<file path="src/rtl/ioWinPkg.sv">
package ioWinPkg;
  localparam int BR_CNT = 2;
  localparam int SEL_W = (BR_CNT > 1) ? $clog2(BR_CNT) : 1;
  localparam int CODE_W = $clog2(BR_CNT + 2);
  localparam logic [7:0] OFF_BASE = 8'h1C;
  localparam logic [7:0] OFF_LIMIT = 8'h1D;

  typedef enum logic [1:0] {
    RD_ZERO  = 2'd0,
    RD_BASE  = 2'd1,
    RD_LIMIT = 2'd2
  } rdSrc_e;

  typedef struct packed {
    logic [BR_CNT-1:0] baseWe;
    logic [BR_CNT-1:0] limitWe;
    rdSrc_e rdSrc;
    logic lookup;
  } ctrlStrobes_t;
endpackage

</file>
<file path="src/rtl/ioWinCtrl.sv">
module ioWinCtrl
  import ioWinPkg::*;
(
  input  logic [SEL_W-1:0] cfgSel,
  input  logic             cfgWrEn,
  input  logic [7:0]       cfgOffset,
  input  logic             reqValid,
  output ctrlStrobes_t     strb
);
  always_comb begin
    strb = '0;
    strb.rdSrc = RD_ZERO;
    strb.lookup = reqValid;
    unique case (cfgOffset)
      OFF_BASE: begin
        strb.rdSrc = RD_BASE;
        for (int i = 0; i < BR_CNT; i++)
          strb.baseWe[i] = cfgWrEn && (cfgSel == SEL_W'(i));
      end
      OFF_LIMIT: begin
        strb.rdSrc = RD_LIMIT;
        for (int i = 0; i < BR_CNT; i++)
          strb.limitWe[i] = cfgWrEn && (cfgSel == SEL_W'(i));
      end
      default: strb.rdSrc = RD_ZERO;
    endcase
  end
endmodule

</file>
<file path="src/rtl/ioWinDatapath.sv">
module ioWinDatapath
  import ioWinPkg::*;
#(
  parameter int ADDR_W = 16,
  parameter int WIN_W = 12
) (
  input  logic              clk,
  input  logic              rstN,
  input  ctrlStrobes_t      strb,
  input  logic [SEL_W-1:0]  cfgSel,
  input  logic [7:0]        cfgOffset,
  input  logic [7:0]        cfgWrData,
  input  logic [ADDR_W-1:0] reqAddr,
  output logic [7:0]        cfgRdData,
  output logic              rspValid,
  output logic [CODE_W-1:0] rspCode
);
  localparam int NIB_W = ADDR_W - WIN_W;
  localparam logic [CODE_W-1:0] CODE_UR = CODE_W'(BR_CNT + 1);

  logic [NIB_W-1:0] baseNib [BR_CNT];
  logic [NIB_W-1:0] limitNib [BR_CNT];
  logic [BR_CNT-1:0] hit;
  logic [CODE_W-1:0] nextCode;
  logic [NIB_W-1:0] reqNib;
  logic unusedLowBits;

  assign reqNib = reqAddr[ADDR_W-1 -: NIB_W];
  assign unusedLowBits = ^{cfgWrData[7-NIB_W:0], reqAddr[WIN_W-1:0]};

  // Per-bridge window registers and comparators.
  for (genvar g = 0; g < BR_CNT; g++) begin : gBridge
    always_ff @(posedge clk or negedge rstN) begin
      if (!rstN) begin
        baseNib[g] <= '0;
        limitNib[g] <= '0;
      end else begin
        if (strb.baseWe[g]) baseNib[g] <= cfgWrData[7 -: NIB_W];
        if (strb.limitWe[g]) limitNib[g] <= cfgWrData[7 -: NIB_W];
      end
    end
    assign hit[g] = (reqNib >= baseNib[g]) && (reqNib <= limitNib[g]);
  end

  // Lowest-numbered bridge wins.
  always_comb begin
    nextCode = CODE_UR;
    for (int i = BR_CNT - 1; i >= 0; i--)
      if (hit[i]) nextCode = CODE_W'(i + 1);
  end

  always_ff @(posedge clk or negedge rstN) begin
    if (!rstN) begin
      rspValid <= 1'b0;
      rspCode <= '0;
    end else begin
      rspValid <= strb.lookup;
      rspCode <= strb.lookup ? nextCode : '0;
    end
  end

  always_comb begin
    unique case (strb.rdSrc)
      RD_BASE:  cfgRdData = {baseNib[cfgSel], {(8-NIB_W){1'b0}}};
      RD_LIMIT: cfgRdData = {limitNib[cfgSel], {(8-NIB_W){1'b0}}};
      default:  cfgRdData = 8'h00;
    endcase
  end

  a_r9_rsp_after_req: assert property (@(posedge clk) disable iff (!rstN)
    strb.lookup |=> rspValid);
  a_r9_no_spurious_rsp: assert property (@(posedge clk) disable iff (!rstN)
    !strb.lookup |=> !rspValid);
  a_r9_idle_code: assert property (@(posedge clk) disable iff (!rstN)
    !rspValid |-> rspCode == '0);
  a_r6_code_valid: assert property (@(posedge clk) disable iff (!rstN)
    rspValid |-> rspCode != '0);
  a_r2_low_nibble_zero: assert property (@(posedge clk) disable iff (!rstN)
    cfgRdData[7-NIB_W:0] == '0);
  a_r4_unimpl_reads_zero: assert property (@(posedge clk) disable iff (!rstN)
    (cfgOffset != OFF_BASE && cfgOffset != OFF_LIMIT) |-> cfgRdData == 8'h00);
  a_r7_bridge0_first: assert property (@(posedge clk) disable iff (!rstN)
    (strb.lookup && hit[0]) |=> rspCode == CODE_W'(1));
  a_r8_inverted_no_claim: assert property (@(posedge clk) disable iff (!rstN)
    (strb.lookup && baseNib[0] > limitNib[0]) |=> rspCode != CODE_W'(1));
endmodule

</file>
<file path="src/rtl/ioWindowRouter.sv">
module ioWindowRouter
  import ioWinPkg::*;
#(
  parameter int ADDR_W = 16,
  parameter int WIN_W = 12
) (
  input  logic              clk,
  input  logic              rstN,
  input  logic [SEL_W-1:0]  cfgSel,
  input  logic              cfgWrEn,
  input  logic [7:0]        cfgOffset,
  input  logic [7:0]        cfgWrData,
  output logic [7:0]        cfgRdData,
  input  logic              reqValid,
  input  logic [ADDR_W-1:0] reqAddr,
  output logic              rspValid,
  output logic [CODE_W-1:0] rspCode
);
  ctrlStrobes_t strb;

  ioWinCtrl u_ctrl (
    .cfgSel(cfgSel), .cfgWrEn(cfgWrEn), .cfgOffset(cfgOffset),
    .reqValid(reqValid), .strb(strb)
  );

  ioWinDatapath #(.ADDR_W(ADDR_W), .WIN_W(WIN_W)) u_dp (
    .clk(clk), .rstN(rstN), .strb(strb), .cfgSel(cfgSel),
    .cfgOffset(cfgOffset), .cfgWrData(cfgWrData), .reqAddr(reqAddr),
    .cfgRdData(cfgRdData), .rspValid(rspValid), .rspCode(rspCode)
  );
endmodule

</file>
<file path="config.mk">
export PLATFORM = sky130hd
export DESIGN_NAME = ioWindowRouter
export DESIGN_NICKNAME = d
export VERILOG_FILES = /design/src/rtl/ioWinPkg.sv /design/src/rtl/ioWinCtrl.sv /design/src/rtl/ioWinDatapath.sv /design/src/rtl/ioWindowRouter.sv
export SDC_FILE = /design/constraint.sdc
export NUM_CORES = 1
export LEC_CHECK = 0
export BUFFER_PORTS_ARGS = -buffer_cell sky130_fd_sc_hd__buf_2
export CAP_MARGIN = 5
export CORE_MARGIN = 5
export CORE_UTILIZATION = 49
export DETAILED_ROUTE_END_ITERATION = 6
export GPL_TIMING_DRIVEN = 0
export PLACE_DENSITY = 0.83
export SLEW_MARGIN = 20
export SYNTH_ARGS = -nofsm -noshare
export SYNTH_HDL_FRONTEND = slang
export SYNTH_SLANG_ARGS = --single-unit
export TNS_END_PERCENT = 5
</file>
<file path="constraint.sdc">
create_clock -name clk -period 2.4 [get_ports clk]
set_clock_uncertainty 0.15 [all_clocks]
set_input_delay 0.24 -clock clk [delete_from_list [all_inputs] [get_ports clk]]
set_output_delay 0.24 -clock clk [all_outputs]
set_load 0.01 [all_outputs]
</file>
==> flow_summary.json <==
{
  "drc_errors": 0,
  "drive_gt1_share_pct": 36.1,
  "num_rows": 19,
  "grt_pass1_vias": 1104,
  "cap_violations": 0,
  "postSynth.asyncResetShare_pct": 100,
  "core-area_um2": 2690,
  "antenna_found_initial": 0,
  "cp-end-kind": "output pin",
  "synth_area_um2": 1340,
  "ant_nets": 0,
  "crit_arrival_ps": 1950,
  "path_clk_slew_ps": 120,
  "num_vias": 1115,
  "finalWirelength_um": 3040,
  "synth-adder-area-share_pct": 16.9,
  "outcome": "completed",
  "cp_data_required_time_ps": 2010,
  "synthSimpleGateAreaFrac_pct": 13.6,
  "setup_viol": 0,
  "p_leak_nw": 0.785,
  "path_max_fanout": 4,
  "pre_cts_slack_ps": 76.0,
  "drtIter0Drc": 49,
  "finalWeightedCongestion": 0.823,
  "final_util_pct": 60.2,
  "finalCritPeriodShare_pct": 97.7,
  "syn_avg_cell_area_um2": 10.1,
  "ys_types": 30,
  "worst_slack_ps": 56.3,
  "min_period_ps": 2340,
  "final_cells": 200,
  "cts_buffer_depth": 2,
  "nNetsFinal": 225,
  "numCtsBuffers": 3,
  "path_class": "input pin to output pin",
  "synth_top_area_cell": "dfrtp_1",
  "first_pass_iters": 5,
  "ys.flop_type": "dfrtp_1",
  "ir_drop_v": 0.000283,
  "synth.area.top_cells": "dfrtp_1, ha_1, mux2_2, inv_1, o21ai_0",
  "area_delta_synth_final_pct": 21.1,
  "finalHoldViolations": 0,
  "yosys-mux-area-fraction_pct": 15.2,
  "yosys_warnings": 0,
  "grt_overflow_total": 0,
  "die_h_um": 62.2,
  "critPathLaunchType": "input pin",
  "place_hpwl_um": 2380,
  "diodes": 0,
  "synth_top_family_by_area": "adder cells",
  "routed_via_density": 5.58,
  "grt_first_pass_wirelength_um": 4910,
  "syn_inst": 132,
  "seq_area_frac_synth_pct": 35.6,
  "ys_ff_latch": 19,
  "rsz0062_at_grt": "true",
  "synth_edf_count": 0,
  "grt_use_total_pct": 15.6,
  "synth_xor_area_share_pct": 0,
  "cts_max_level": 1,
  "cts_num_sinks": 19,
  "synth_top_area_share_pct": 35.6,
  "maxSlewViolCount": 0,
  "start_util_pct": 49.7,
  "hold-worst-slack_ps": 42.2,
  "clk_latency_ps": 310,
  "clock-root-buffer": "clkbuf_4",
  "wl_per_cell_um": 15.2,
  "place_inst": 192,
  "grt_max_degree": 20,
  "placed_cell_area_um2": 1520,
  "dieArea_um2": 3870,
  "synth-compound-area-share_pct": 11.2,
  "die_x_um": 62.2,
  "io_buffers": 26,
  "fmaxAchievable_mhz": 427,
  "power.density_nw_per_um2": 387,
  "io-pin-count": 48,
  "cts_tree": "built",
  "finalPower_mw": 0.626,
  "fin_setup_tns_ps": 0,
  "hold_class": "input pin to register",
  "fin_area_um2": 1620
}
placed cells by master (no fill, tap or decap), drive strengths merged, types with 2 or more instances in the layout:
cell type    netlist  layout
o21ai              8       8
nor2               6       6
nand4              2       2
nand2b             3       3
a21oi              2       2
nand4b             2       2
nand3              2       2
inv               16      16
nor3               2       2
clkbuf             2       5
ha                18      18
buf                4      32
nand2              9       9
mux2              18      18
dlygate4sd3        0       2
conb               1       4
a22oi              4       4
dfrtp             19      19
nor2b              2       2
state kept, by name, summed over array words and instances (netlist names):
signal	flops
u_dp.baseNib	8
u_dp.rspCode	2
u_dp.rspValid	1
u_dp.limitNib	8
cells by family after synthesis:
kind of cell	count (synthesis)
flip-flops	19
other	1
buffers and inverters	22
multiplexers	18
AND/OR/NAND/NOR	32
AO/OA/AOI/OAI	22
adder cells (fa/ha/maj)	18
cells in the mapped netlist (2+ instances only):
cell      instances
a22oi_1           4
nor2_1            6
nand4_1           2
nand3_1           2
o21ai_0           8
nand2_1           9
dfrtp_1          19
buf_4             4
a21oi_1           2
ha_1             18
nor2b_1           2
mux2_2           18
nand4b_1          2
clkbuf_1          2
nor3_1            2
inv_1            16
nand2b_1          3
area by class of cell:
| class | count | area, um2 |
|---|---|---|
| inverter | 16 | 60.1 |
| buffer | 6 | 37.5 |
| timing repair buffer | 30 | 171 |
| clock buffer | 3 | 22.5 |
| sequential | 19 | 475 |
| tap | 31 | 38.8 |
| clock inverter | 1 | 5.00 |
| multi-input combinational | 94 | 806 |
| fill | 218 | 1070 |
worst max-delay path: stages:
cell and delay (ps):
buf_6 90, or3b_4 390, nor4_4 310, or2b_1 320
inv_2 90, ha_4 160, a22oi_2 70, nor2_1 130
buf_2 140
path summary, 6_finish.rpt:
| path | startpoint | end | slack, ps | depth (start not counted) |
|---|---|---|---|---|
| setup reg to reg | u_dp.baseNib[0] | u_dp.rspCode[0] | 580 | 5 |
| hold reg to reg | u_dp.baseNib[7] | u_dp.baseNib[7] | 370 | 1 |
| min in group asynchronous | rstN | u_dp.baseNib[2] | 220 | 2 |
| setup / recovery | cfgOffset[7] | cfgRdData[6] | 60 | 9 |
| max in group asynchronous | rstN | u_dp.rspValid | 1570 | 2 |
| hold / removal | cfgWrData[6] | u_dp.limitNib[2] | 40 | 2 |
per-layer routing:
layer / global-route usage [%] / share of wire, % / up-vias
met5: 0 / 0 / -
met2: 28.5 / 55 / 39
met4: 6.78 / 1.6 / 0
li1: - / - / 534
met3: 2.52 / 5.0 / 4
met1: 17.6 / 38 / 538
repair_timing:
| item | 4_1_cts | 5_1_grt |
|---|---|---|
| setup endpoints to repair | 0 | 4 |
| buffers inserted | 0 | 2 |
| gates resized for setup | 0 | 9 |
| hold buffers | 2 | 0 |
| hold endpoints to repair | 20 | 0 |
power breakdown:
part | leakage [nW] | internal [mW] | switching [mW]
sequential | 0.258 | 0.331 | 0.00593
clock | 0.0177 | 0.0624 | 0.110
combinational | 0.510 | 0.0547 | 0.0621
(Power assumes the default switching activity.)
